===== config.mk =====
export PLATFORM = sky130hd
export DESIGN_NAME = can_mode_ctrl
export DESIGN_NICKNAME = d
export VERILOG_FILES = /design/src/rtl/can_mode_pkg.sv /design/src/rtl/can_run_counter.sv /design/src/rtl/can_mode_fsm.sv /design/src/rtl/can_tx_drive.sv /design/src/rtl/can_mode_ctrl.sv
export SDC_FILE = /design/constraint.sdc
export NUM_CORES = 1
export LEC_CHECK = 0
export ABC_CLOCK_PERIOD_IN_PS = 1600
export BUFFER_PORTS_ARGS = -buffer_cell sky130_fd_sc_hd__buf_2
export CAP_MARGIN = 20
export CORE_AREA = 4 4 41 43
export DETAILED_ROUTE_END_ITERATION = 12
export DIE_AREA = 0 0 45 47
export HOLD_SLACK_MARGIN = 0.05
export MAX_ROUTING_LAYER = met4
export SYNTH_ARGS = -nofsm -noshare
export SYNTH_HDL_FRONTEND = slang
export SYNTH_SLANG_ARGS = --single-unit

===== constraint.sdc =====
create_clock -name clk -period 1.6 [get_ports clk]
set_clock_uncertainty 0.2 [all_clocks]
set_input_delay 0.24 -clock clk [delete_from_list [all_inputs] [get_ports clk]]
set_output_delay 0.24 -clock clk [all_outputs]
set_load 0.1 [all_outputs]

===== src/rtl/can_mode_pkg.sv =====
package can_mode_pkg;

    typedef enum logic [1:0] {
        MODE_INTEG  = 2'd0,
        MODE_ACTIVE = 2'd1,
        MODE_CONFIG = 2'd2
    } can_mode_e;

    localparam logic LVL_RECESSIVE = 1'b1;
    localparam logic LVL_DOMINANT  = 1'b0;

    typedef struct packed {
        logic pin;
        logic oe;
    } tx_drive_t;

    // Pin level and enable for a given drive mode, participation and bit
    function automatic tx_drive_t tx_drive_of(logic push_pull, logic active, logic tx_bit);
        tx_drive_t d;
        logic      lvl;
        lvl = active ? tx_bit : LVL_RECESSIVE;
        if (push_pull) begin
            d.pin = lvl;
            d.oe  = 1'b1;
        end else begin
            d.pin = LVL_DOMINANT;
            d.oe  = (lvl == LVL_DOMINANT);
        end
        return d;
    endfunction

endpackage


===== src/rtl/can_run_counter.sv =====
module can_run_counter #(
    parameter int RUN_LEN = 11
) (
    input  logic clk,
    input  logic rst,
    input  logic clr_i,
    input  logic inc_i,
    output logic last_o
);
    localparam int CNT_W = $clog2(RUN_LEN + 1);
    localparam logic [CNT_W-1:0] LAST_VAL = CNT_W'(RUN_LEN - 1);

    logic [CNT_W-1:0] cnt_q;

    always_ff @(posedge clk) begin
        if (rst || clr_i) begin
            cnt_q <= '0;
        end else if (inc_i) begin
            cnt_q <= cnt_q + 1'b1;
        end
    end

    assign last_o = (cnt_q == LAST_VAL);
endmodule


===== src/rtl/can_mode_fsm.sv =====
module can_mode_fsm
    import can_mode_pkg::*;
(
    input  logic clk,
    input  logic rst,
    input  logic req_i,
    input  logic strobe_i,
    input  logic rx_i,
    input  logic run_last_i,
    output logic run_clr_o,
    output logic run_inc_o,
    output logic ack_o,
    output logic active_o
);
    can_mode_e state_q, state_d;

    always_comb begin
        state_d   = state_q;
        run_clr_o = 1'b0;
        run_inc_o = 1'b0;
        if (strobe_i) begin
            unique case (state_q)
                MODE_CONFIG: begin
                    if (!req_i) begin
                        state_d   = MODE_INTEG;
                        run_clr_o = 1'b1;
                    end
                end
                MODE_INTEG: begin
                    if (req_i) begin
                        state_d   = MODE_CONFIG;
                        run_clr_o = 1'b1;
                    end else if (rx_i != LVL_RECESSIVE) begin
                        run_clr_o = 1'b1;
                    end else if (run_last_i) begin
                        state_d   = MODE_ACTIVE;
                        run_clr_o = 1'b1;
                    end else begin
                        run_inc_o = 1'b1;
                    end
                end
                MODE_ACTIVE: begin
                    if (req_i) begin
                        state_d = MODE_CONFIG;
                    end
                end
                default: state_d = MODE_INTEG;
            endcase
        end
    end

    always_ff @(posedge clk) begin
        if (rst) begin
            state_q <= MODE_INTEG;
        end else begin
            state_q <= state_d;
        end
    end

    assign ack_o    = (state_q == MODE_CONFIG);
    assign active_o = (state_q == MODE_ACTIVE);
endmodule


===== src/rtl/can_tx_drive.sv =====
module can_tx_drive
    import can_mode_pkg::*;
(
    input  logic clk,
    input  logic rst,
    input  logic mode_wr_i,
    input  logic mode_pp_i,
    input  logic active_i,
    input  logic tx_bit_i,
    output logic pin_o,
    output logic oe_o
);
    logic      pp_q;
    tx_drive_t drv;

    always_ff @(posedge clk) begin
        if (rst) begin
            pp_q <= 1'b0;
        end else if (mode_wr_i) begin
            pp_q <= mode_pp_i;
        end
    end

    always_comb begin
        drv = tx_drive_of(pp_q, active_i, tx_bit_i);
    end

    assign pin_o = drv.pin;
    assign oe_o  = drv.oe;
endmodule


===== src/rtl/can_mode_ctrl.sv =====
module can_mode_ctrl
    import can_mode_pkg::*;
#(
    parameter int RUN_LEN = 11
) (
    input  logic clk,
    input  logic rst,
    input  logic cfg_req_i,
    input  logic bit_strobe_i,
    input  logic rx_bit_i,
    input  logic cfg_wr_i,
    input  logic drive_wr_i,
    input  logic drive_pp_i,
    input  logic tx_bit_i,
    output logic cfg_ack_o,
    output logic cfg_wr_en_o,
    output logic bus_active_o,
    output logic tx_pin_o,
    output logic tx_oe_o
);
    logic run_clr, run_inc, run_last;

    can_run_counter #(.RUN_LEN(RUN_LEN)) u_run (
        .clk    (clk),
        .rst    (rst),
        .clr_i  (run_clr),
        .inc_i  (run_inc),
        .last_o (run_last)
    );

    can_mode_fsm u_fsm (
        .clk        (clk),
        .rst        (rst),
        .req_i      (cfg_req_i),
        .strobe_i   (bit_strobe_i),
        .rx_i       (rx_bit_i),
        .run_last_i (run_last),
        .run_clr_o  (run_clr),
        .run_inc_o  (run_inc),
        .ack_o      (cfg_ack_o),
        .active_o   (bus_active_o)
    );

    can_tx_drive u_drv (
        .clk       (clk),
        .rst       (rst),
        .mode_wr_i (drive_wr_i),
        .mode_pp_i (drive_pp_i),
        .active_i  (bus_active_o),
        .tx_bit_i  (tx_bit_i),
        .pin_o     (tx_pin_o),
        .oe_o      (tx_oe_o)
    );

    assign cfg_wr_en_o = cfg_wr_i & cfg_ack_o;
endmodule


Word level (Yosys, flattened, before mapping). Cells that the tools add are included.

Logic and storage cells: 35. Register bits: 7. Bits of input ports: 9.

Bitwise operators: 2. Equality and inequality tests: 7. Multiplexer cells: 19. Reductions and logical operators: 3. Add/sub/neg operators: 1.

Operators by type and width (number): $mux W2 (6); $mux W1 (11); $ne A3 B3 Y1 const B (2); $pmux W2 S3 (1); $reduce_and A5 Y1 (1); $add A4 B1 Y4 const B (1); $eq A4 B4 Y1 const B (1); $ne A2 B2 Y1 const B (2); $eq A2 B1 Y1 const B (1); $eq A2 B2 Y1 const B (1); $logic_not A2 Y1 (1); $pmux W1 S2 (1); $and A1 B1 Y1 (1); $logic_or A1 B1 Y1 (1); $not A1 Y1 (1).

Depth between registers and ports, before layout. Gate-level depths: netlist (run 1).

Depth in word-level cells: 7. Mapped depth: 5.

Cells and area by module. From an unflattened synthesis (run 1), not the netlist that was laid out.

Cell total of the unflattened synthesis: 42. Area total of the unflattened synthesis: 386.6 um^2.

By module, submodules not included: can_run_counter (area an instance 200.2 um^2, cells each 20, instances 1); can_mode_fsm (area an instance 127.6 um^2, cells each 15, instances 1); can_tx_drive (area an instance 52.6 um^2, cells each 6, instances 1); can_mode_ctrl (area an instance 6.3 um^2, cells each 1, instances 1).

Least setup slack after synthesis (run 1). OpenSTA, ideal clock, no wires.

Path type: register -> output. Start: register u_fsm.state_q[0]. End: output tx_oe_o. Cell stages (with the launch flop): 4. Arrival: 2.746 ns. Slack: -1.586 ns. Path buffers: 0. Cells stage by stage: dfxtp_1 nor2b_1 nor2b_1 or2_1.

Cells in the longest elaborated chain, start to end: 4.

Ends and longest elaborated chain: start, declared (RTL line can_mode_fsm.sv:15) `can_mode_e state_q, state_d;`; start signal, assigned (RTL line can_mode_fsm.sv:56) `state_q <= state_d;`; $eq A2 B1 Y1 (RTL line can_mode_fsm.sv:61) `assign active_o = (state_q == MODE_ACTIVE);`; named net bus_active_o (RTL line can_mode_ctrl.sv:17) `output logic bus_active_o,`; $mux W1 (RTL line can_mode_pkg.sv:21) `lvl = active ? tx_bit : LVL_RECESSIVE;`; $not A1 Y1 (RTL line can_mode_pkg.sv:27) `d.oe = (lvl == LVL_DOMINANT);`; $mux W2 (RTL line can_mode_pkg.sv:22) `if (push_pull) begin`; end, declared (RTL line can_mode_ctrl.sv:19) `output logic tx_oe_o`.

The timed path passes the listed nets, and every way through them passes these cells.

Worst setup path in the final report (run 1).
Start: register u_fsm.state_q[0]. End: output tx_oe_o.

Cells in the longest elaborated chain, start to end: 4.

Ends and longest elaborated chain (RTL line): $eq A2 B1 Y1 (can_mode_fsm.sv:61); $mux W1 (can_mode_pkg.sv:21); $not A1 Y1 (can_mode_pkg.sv:27); $mux W2 (can_mode_pkg.sv:22).

Every way passes these cells.

==> results of run 1 <==
[cells in the mapped netlist, drive strengths merged]
master  n
a21oi   3
mux2i   1
nand3b  1
nand4   2
nand4b  1
o21bai  1
o21ai   4
or4     1
o211ai  1
and3b   1
nand2   3
a41oi   1
dfxtp   7
or2     1
and2    2
nor3b   1
ha      2
nor2b   6
nand3   2
nand2b  3
a311oi  1
nor2    2
inv     1
[state kept, by name, indices dropped and copies added, names as in the netlist]
register,cells
u_fsm.state_q,2
u_run.cnt_q,4
u_drv.pp_q,1
[power breakdown]
part,internal (mW),switching (mW),total [mW],leakage [nW]
registers,0.176,0.00589,0.182,0.0583
clock network,0.0955,0.0704,0.166,0.0150
logic,0.0520,0.0670,0.119,0.221
[cell type report]
class                      count  share of cell area, %
clock buffer                   4                   3.63
inverter                       1                  0.519
multi-input combinational     40                   42.4
sequential                     7                   20.4
tap                           15                   2.60
timing repair buffer          22                   30.4
[final timing paths]
check	start	end	slack, ps
worst max-delay path	u_fsm.state_q[0]$_SDFFE_PP0P_	tx_oe_o	-70
worst min-delay path	cfg_req_i	u_fsm.state_q[1]$_SDFFE_PP0P_	70
worst max register to register	u_fsm.state_q[0]$_SDFFE_PP0P_	u_run.cnt_q[3]$_SDFFE_PP0P_	80
worst min register to register	u_run.cnt_q[2]$_SDFFE_PP0P_	u_run.cnt_q[2]$_SDFFE_PP0P_	310
[routing by layer]
layer	global-route usage, %	routed length [um]	vias to the layer above
met2	20.9	505	11
met1	16.6	519	209
met3	3.45	42	4
met4	8.77	20	0
li1	-	-	227
met5	-	0	-
[timing repair]
action / in CTS / in global routing
buffers inserted: 3 / 1
gates resized for setup: 0 / 2
pin swaps: 1 / 0
endpoints found under the hold margin: 1 / 0
hold buffers: 2 / 0
setup endpoints to repair: 3 / 4
[kinds of logic after synthesis]
group           after synthesis  synth area share, %
compound gates               11                 16.3
mux                           1                 2.41
buf+inv                       1                0.903
fa+ha+maj                     2                 6.02
flops                         7                 33.7
simple gates                 26                 40.7
[worst min-delay path: cells and delay by family]
| kind | cells | cell delay, ps |
|---|---|---|
| AOI/OAI and AO/OA | 1 | 50 |
| buffers and inverters | 1 | 120 |
| and+or+nand+nor | 1 | 70 |
[through the flow]
stage	instance area, sq um	hold WS, ps
floorplan	458	99.4
global placement	639	280
detailed placement	639	291
CTS	708	69.8
global route	723	67.8
finish	723	71.5
==> impl_metrics.py, run 1 <==
metrics = {
    "cells_and_area": {
        "final_nets": 86,
        "fin_cells": 89,
        "num_antenna_cells": 0,
        "regArea_sq_um": 148,
        "multi_input_area_sq_um": 307,
        "fill_cells": 131,
        "area_growth_syn_to_layout_pct": 74.1,
        "final_cell_mix": "buf_2 (8), buf_12 (5), buf_4 (5), dfxtp_1 (5)",
        "layout_commonest_cell": "buf_2",
        "post-route-util_pct": 55.6,
        "drive_gt1_share_pct": 44.6,
    },
    "setup_path": {
        "crit_family": "simple AND/OR/NAND/NOR gates",
        "arrival_ps": 1230,
        "worst-path-stages": 4,
        "end_kind": "primary output",
        "crit_chain": "nor2b_4 -> nor2b_4 -> or2_4 -> buf_12",
        "critPathKind": "reg2out",
        "max_stage_delay_ps": 340,
        "crit_path_start_kind": "flop",
        "crit_fanout": 2,
        "critPathSlowestCell": "dfxtp_4",
        "cpMostUsedCell": "nor2b_4",
        "r2r_cells": 4,
        "path_buf_inv": 1,
        "cp.required_ps": 1160,
    },
    "logic_synthesis": {
        "synth_area_sq_um": 415,
        "synth_top_area_share_pct": 33.7,
        "synth_cell_types": 24,
        "syn-mean-instance-area_sq_um": 8.65,
        "yosysWarnings": 0,
        "synth_fp_nets": 59,
        "seq_area_frac_synth_pct": 33.7,
        "synth_area_leaders": "dfxtp_1 (34%), nor2b_1 (9.0%), ha_1 (6.0%)",
        "synthCells": 48,
        "yosysTopAreaCell": "dfxtp_1",
        "ys_ff_latch": 7,
    },
    "power_and_ir_drop": {
        "power_uw": 467,
        "ir_worst_vdd_mv": 0.332,
        "pwr_density_cell_nw_per_um2": 646,
        "leakagePower_nw": 0.294,
    },
    "global_route": {
        "overflow": 0,
        "grt_antenna_before_repair": 0,
        "grt_pass1_wl_um": 2040,
        "grt_start_max_net_pins": 8,
        "track_usage_pct": 14.0,
        "grt_pass1_vias": 515,
    },
    "route": {
        "vias": 451,
        "drc_errors": 0,
        "routed_via_density": 5.07,
        "drtIter0Drc": 4,
        "drt-total-wl_um": 1090,
        "routedWlPerCell_um": 12.2,
        "ant_nets": 0,
        "drt_first_pass_iters": 3,
    },
    "timing": {
        "postLayoutSetupSlackWorst_ps": -74.1,
        "finalCriticalPeriod_ps": 1670,
        "relSlewSlack_pct": 78.1,
        "fin_setup_tns_ps": -89.3,
        "tightest_slew_ps": 327,
        "fmax_ghz": 0.597,
        "setup_viol": 2,
        "slew_viol_final": 0,
        "post-route-period-util_pct": 105,
        "grt_setup_unrepaired": "true",
        "finalHoldViolations": 0,
    },
    "die": {
        "start_util_pct": 31.9,
        "die_width_um": 45,
        "pin_count": 14,
        "die_area_sq_um": 2120,
        "chipHeight_um": 47,
        "coreArea_sq_um": 1300,
        "rows": 13,
    },
    "place": {
        "dp_cells": 79,
        "port-buffer-count": 13,
        "globalplace.congestion": 0.721,
        "dp_slack_ps": 131,
    },
    "min_path": {
        "hp-class": "in2reg",
        "hold_depth": 3,
    },
    "clock_network": {
        "cts_max_level": 1,
        "clock_path_buffers": 2,
        "path_clk_slew_ps": 60,
        "cts_buffers": 3,
        "clockRootBuffer": "clkbuf_4",
        "clock_latency_ps": 250,
        "cts.sinks": 7,
        "cts_tree": "yes",
    },
    "status": {
        "violations": "negative setup slack",
        "status": "complete, but fails checks",
    },
    "flow_run": {
        "cap_violations": 0,
    },
}
(Power assumes the default switching activity.)
==> run 2, diff against run 1 <==
- SYNTH_HIERARCHICAL: not set -> 1
==> impl_metrics.py, run 2 <==
metrics = {
    "logic_synthesis": {
        "synthTopCellsByCount": "dfxtp_1 (7), nand2b_1 (4), nor2_1 (3)",
        "synth_edf_count": 0,
        "syn-mean-instance-area_sq_um": 9.21,
        "yosysWarnings": 6,
        "synthCells": 42,
        "synthArstFlopShare_pct": 0,
        "ys_ff_latch": 7,
        "synth_fp_nets": 53,
        "synth_area_leaders": "dfxtp_1 (36%), ha_1 (6.5%), nand2b_1 (6.5%)",
        "yosysTopAreaCell": "dfxtp_1",
        "seq_area_frac_synth_pct": 36.2,
        "synth_cell_types": 25,
        "synth.most_common_cell": "dfxtp_1",
        "synth_flop_cell": "dfxtp_1",
        "synth_top_area_share_pct": 36.2,
        "synth_area_sq_um": 387,
    },
    "clock_network": {
        "cts_max_level": 1,
        "clockRootBuffer": "clkbuf_4",
        "path_clk_slew_ps": 50,
        "clock_latency_ps": 250,
        "cts.sinks": 7,
        "clock_path_buffers": 2,
        "cts_tree": "yes",
        "cts_buffers": 3,
    },
    "timing": {
        "fin_setup_tns_ps": -911,
        "tightest_slew_ps": 305,
        "postLayoutSetupSlackWorst_ps": -278,
        "fmax_ghz": 0.532,
        "finalHoldViolations": 0,
        "post-route-period-util_pct": 117,
        "slew_viol_final": 0,
        "setup_viol": 8,
        "relSlewSlack_pct": 79.5,
        "finalCriticalPeriod_ps": 1880,
        "grt_setup_unrepaired": "true",
        "whs_ps": 84.9,
    },
    "setup_path": {
        "max_stage_delay_ps": 330,
        "critPathKind": "reg2reg",
        "ff2ff_setup_slack_ps": -280,
        "crit_fanout": 2,
        "r2r_cells": 7,
        "crit_path_start_kind": "flop",
        "cp.required_ps": 1540,
        "r2r-end": "u_run/cnt_q[3]$_SDFFE_PP0P_",
        "crit_chain": "inv_2 -> ha_4 -> and3b_2 -> nor4b_4 -> nor2b_4 -> nand4_1 -> mux2_4",
        "reg2reg_from": "u_run/cnt_q[0]$_SDFFE_PP0P_",
        "crit_family": "simple AND/OR/NAND/NOR gates",
        "path_buf_inv": 1,
        "end_kind": "flop",
        "arrival_ps": 1820,
        "critPathSlowestCell": "dfxtp_2",
    },
    "power_and_ir_drop": {
        "p_sw_uw": 144,
        "pwr_density_cell_nw_per_um2": 610,
        "p_seq_share_pct": 38.0,
        "pwr-share-clk_pct": 33.5,
        "swShare_pct": 29.7,
        "p_comb_share_pct": 28.5,
        "ir_worst_vdd_mv": 0.341,
        "internal_power_uw": 342,
        "leakagePower_nw": 0.346,
    },
    "min_path": {
        "hp-class": "in2reg",
        "hold_depth": 3,
        "timing.hold.worst_endpoint": "u_fsm/state_q[1]$_SDFFE_PP0P_",
        "min_from": "cfg_req_i",
    },
    "die": {
        "rows": 13,
        "die_area_sq_um": 2120,
        "chipHeight_um": 47,
        "start_util_pct": 29.7,
        "coreArea_sq_um": 1300,
        "die_width_um": 45,
        "pin_count": 14,
    },
    "cells_and_area": {
        "layout_commonest_cell": "buf_4",
        "drive_gt1_share_pct": 64.9,
        "final_nets": 86,
        "largest_reg_flops": 4,
        "largestRegisters": "u_run/cnt_q: 4 flops, u_fsm/state_q: 2 flops, u_drv/pp_q: 1 flops",
        "regMostFlops": "u_run/cnt_q",
        "fill_cells": 112,
        "final_cell_mix": "buf_4 (10), buf_2 (8), buf_12 (5)",
        "postLayoutCellArea_sq_um": 797,
        "num_antenna_cells": 0,
        "area_growth_syn_to_layout_pct": 106,
    },
    "route": {
        "routedWlPerCell_um": 10.9,
        "drt-total-wl_um": 974,
        "drtIter0Drc": 11,
        "vias": 404,
        "routed_via_density": 4.54,
        "drc_errors": 0,
        "ant_nets": 0,
        "drt_first_pass_iters": 4,
    },
    "global_route": {
        "grt_pass1_wl_um": 1710,
        "overflow": 0,
        "grt_start_max_net_pins": 8,
        "grt_pass1_vias": 419,
        "track_usage_pct": 12.3,
        "grt_antenna_before_repair": 0,
    },
    "status": {
        "violations": "negative setup slack",
        "status": "complete, but fails checks",
    },
    "place": {
        "place_area_sq_um": 656,
        "dp_slack_ps": -324,
        "port-buffer-count": 13,
        "dp.final_hpwl_um": 712,
        "globalplace.congestion": 0.740,
    },
    "flow_run": {
        "cap_violations": 0,
    },
}
## run 2: routing by layer
layer / share of wire [%] / vias to the layer above / routed length, um / global-route usage (%)
met5: 0 / - / 0 / -
met3: 8.0 / 4 / 78 / 3.45
li1: - / 211 / - / -
met2: 50 / 15 / 489 / 20.9
met1: 39 / 174 / 383 / 11.4
met4: 2.4 / 0 / 23 / 10.5
## run 2: area by class of cell
cell class                 instances  area [sq um]  area share [%]
multi-input combinational         34           337            42.2
timing repair buffer              28           268            33.6
sequential                         7           144            18.1
clock buffer                       4          26.3            3.30
tap                               15          18.8            2.35
inverter                           1          3.75           0.471
## run 2: cell families after synthesis
logic type               Yosys count  synth area share [%]
AO/OA/AOI/OAI                      7                  12.6
flip-flops                         7                  36.2
buffers and inverters              1                 0.970
AND/OR/NAND/NOR                   22                  35.9
XOR/XNOR                           1                  2.27
adder cells (fa/ha/maj)            2                  6.47
multiplexers                       2                  5.50
## run 2: worst reg2reg max path, delay by kind of cell (launching register included)
kind / cells / cell delay, ps
mux: 1 / 310
buf+inv: 1 / 40
flops: 1 / 330
fa+ha+maj: 1 / 130
simple gates: 4 / 760
## run 2: worst max path at each step
stage	endpoint	cells past startpoint	start
final	u_run/cnt_q[3]$_SDFFE_PP0P_	7	u_run/cnt_q[0]$_SDFFE_PP0P_
after global routing	u_run/cnt_q[3]$_SDFFE_PP0P_	7	u_run/cnt_q[0]$_SDFFE_PP0P_
after CTS	u_run/cnt_q[3]$_SDFFE_PP0P_	7	u_run/cnt_q[0]$_SDFFE_PP0P_
after detailed placement	u_run/cnt_q[3]$_SDFFE_PP0P_	7	u_run/cnt_q[0]$_SDFFE_PP0P_
after global placement	u_run/cnt_q[3]$_SDFFE_PP0P_	7	u_run/cnt_q[0]$_SDFFE_PP0P_
after floorplan	u_run/cnt_q[3]$_SDFFE_PP0P_	7	u_run/cnt_q[0]$_SDFFE_PP0P_
## run 2: per-stage QoR
stage                     util [%]  instances  power (mW)
after global placement        50.4         79       0.310
after global routing          61.3         89       0.522
after CTS                     58.8         90       0.491
after floorplan                  -         42       0.256
final                         61.3         89       0.486
after detailed placement      50.4         79       0.311
## run 2: repair_timing
item                                    4_1_cts  5_1_grt
hold buffers                                  3        0
pin swaps                                     5        4
setup buffers                                 4        0
hold endpoints to repair                      3        0
endpoints found under the setup margin        7        8
gates resized for setup                       5        9
## run 2: power groups by stage
stage | Combinational [mW] | Clock (mW) | Sequential [mW]
after global routing | 0.147 | 0.189 | 0.185
final | 0.139 | 0.163 | 0.185
after detailed placement | 0.123 | 0 | 0.188
after global placement | 0.122 | 0 | 0.187
after CTS | 0.133 | 0.174 | 0.184
after floorplan | 0.0690 | 0 | 0.187
==> run 3, diff against run 2 <==
- SKIP_CTS_REPAIR_TIMING: not set -> 1
==> impl_metrics.py, run 3 (synthesis results as in run 2) <==
metrics = {
    "status": {
        "status": "complete, but fails checks",
        "violations": "negative setup slack",
    },
    "clock_network": {
        "cts_max_level": 1,
        "cts.sinks": 7,
        "path_clk_slew_ps": 50,
        "clockRootBuffer": "clkbuf_4",
        "cts_tree": "yes",
        "clock_latency_ps": 250,
        "clock_path_buffers": 2,
        "cts_buffers": 3,
    },
    "timing": {
        "fmax_ghz": 0.528,
        "setup_viol": 7,
        "post-route-period-util_pct": 118,
        "relSlewSlack_pct": 79.1,
        "postLayoutSetupSlackWorst_ps": -293,
        "finalCriticalPeriod_ps": 1890,
        "finalHoldViolations": 0,
        "tightest_slew_ps": 312,
        "slew_viol_final": 0,
        "grt_setup_unrepaired": "true",
    },
    "setup_path": {
        "crit_fanout": 2,
        "arrival_ps": 1830,
        "r2r-end": "u_run/cnt_q[3]$_SDFFE_PP0P_",
        "cp.required_ps": 1540,
        "reg2reg_from": "u_run/cnt_q[0]$_SDFFE_PP0P_",
        "ff2ff_setup_slack_ps": -290,
        "end_kind": "flop",
        "r2r_cells": 7,
        "critPathKind": "reg2reg",
        "crit_path_start_kind": "flop",
    },
    "place": {
        "globalplace.congestion": 0.740,
        "dp.final_hpwl_um": 712,
        "port-buffer-count": 13,
        "dp_cells": 79,
        "place_area_sq_um": 656,
        "dp_slack_ps": -324,
    },
    "min_path": {
        "hold_depth": 3,
        "timing.hold.worst_endpoint": "u_drv/pp_q$_SDFFE_PP0P_",
        "min_from": "drive_wr_i",
        "hp-class": "in2reg",
    },
    "global_route": {
        "grt_pass1_vias": 363,
        "grt_start_max_net_pins": 8,
        "grt_pass1_wl_um": 1490,
        "grt_antenna_before_repair": 0,
        "overflow": 0,
        "track_usage_pct": 10.6,
    },
    "die": {
        "chipHeight_um": 47,
        "rows": 13,
        "die_width_um": 45,
        "die_area_sq_um": 2120,
        "coreArea_sq_um": 1300,
        "pin_count": 14,
        "start_util_pct": 29.7,
    },
    "power_and_ir_drop": {
        "pwr_density_cell_nw_per_um2": 652,
        "swShare_pct": 29.9,
        "p_sw_uw": 144,
        "power_uw": 482,
        "p_comb_share_pct": 27.5,
        "ir_worst_vdd_mv": 0.351,
        "internal_power_uw": 338,
        "leakagePower_nw": 0.318,
        "p_seq_share_pct": 38.3,
        "pwr-share-clk_pct": 34.2,
    },
    "route": {
        "drc_errors": 0,
        "drtIter0Drc": 10,
        "routed_via_density": 4.58,
        "drt_first_pass_iters": 4,
        "ant_nets": 0,
        "routedWlPerCell_um": 11.5,
        "vias": 389,
        "drt-total-wl_um": 975,
    },
    "cells_and_area": {
        "fin_cells": 85,
        "regMostFlops": "u_run/cnt_q",
        "final_nets": 82,
        "final_cell_mix": "buf_2 (8), buf_4 (8), buf_12 (5)",
        "postLayoutCellArea_sq_um": 739,
        "largestRegisters": "u_run/cnt_q: 4 flops, u_fsm/state_q: 2 flops, u_drv/pp_q: 1 flops",
        "drive_gt1_share_pct": 61.4,
        "num_antenna_cells": 0,
        "largest_reg_flops": 4,
        "area_growth_syn_to_layout_pct": 91.3,
    },
    "flow_run": {
        "cap_violations": 0,
    },
}
-- run 3: critical path: stages, from the launching register on --
cell	delay, ps
dfxtp_2	330
inv_2	40
ha_4	130
and3b_2	210
nor4b_4	220
nor2b_4	190
nand4_1	130
mux2_4	320
-- run 3: layout make-up --
type | instances | area [sq um]
Clock buffer | 4 | 26.3
Fill cell | 120 | 562
Inverter | 1 | 3.75
Multi-Input combinational cell | 34 | 315
Sequential cell | 7 | 144
Tap cell | 15 | 18.8
Timing Repair Buffer | 24 | 231
-- run 3: worst max path at each step --
stage,slack (ps),endpoint,startpoint
final,-290,u_run/cnt_q[3]$_SDFFE_PP0P_,u_run/cnt_q[0]$_SDFFE_PP0P_
after global routing,-370,u_run/cnt_q[3]$_SDFFE_PP0P_,u_run/cnt_q[0]$_SDFFE_PP0P_
after CTS,-330,u_run/cnt_q[3]$_SDFFE_PP0P_,u_run/cnt_q[0]$_SDFFE_PP0P_
after detailed placement,-320,u_run/cnt_q[3]$_SDFFE_PP0P_,u_run/cnt_q[0]$_SDFFE_PP0P_
after global placement,-270,u_run/cnt_q[3]$_SDFFE_PP0P_,u_run/cnt_q[0]$_SDFFE_PP0P_
after floorplan,-330,u_run/cnt_q[3]$_SDFFE_PP0P_,u_run/cnt_q[0]$_SDFFE_PP0P_
-- run 3: metal layers --
| layer | part of all wire, % | GRT usage, % | up-vias |
|---|---|---|---|
| met5 | 0 | - | - |
| met4 | 1.8 | 10.5 | 0 |
| li1 | - | - | 204 |
| met2 | 51 | 17.8 | 13 |
| met1 | 39 | 9.84 | 168 |
| met3 | 7.7 | 2.30 | 4 |
-- run 3: metrics by stage --
step	hold WS, ps	utilization [%]	TNS [ps]
after floorplan	102	-	-908
after global placement	274	50.4	-821
after detailed placement	285	50.4	-965
after CTS	9.36	52.4	-1260
after global routing	58.3	56.8	-1580
final	47.7	56.8	-1020
-- run 3: power by group through the flow --
stage	Clock [mW]	Combinational (mW)	Sequential, mW
global route	0.190	0.141	0.185
detailed placement	0	0.123	0.188
floorplan	0	0.0690	0.187
finish	0.165	0.132	0.185
global placement	0	0.122	0.187
CTS	0.174	0.124	0.184
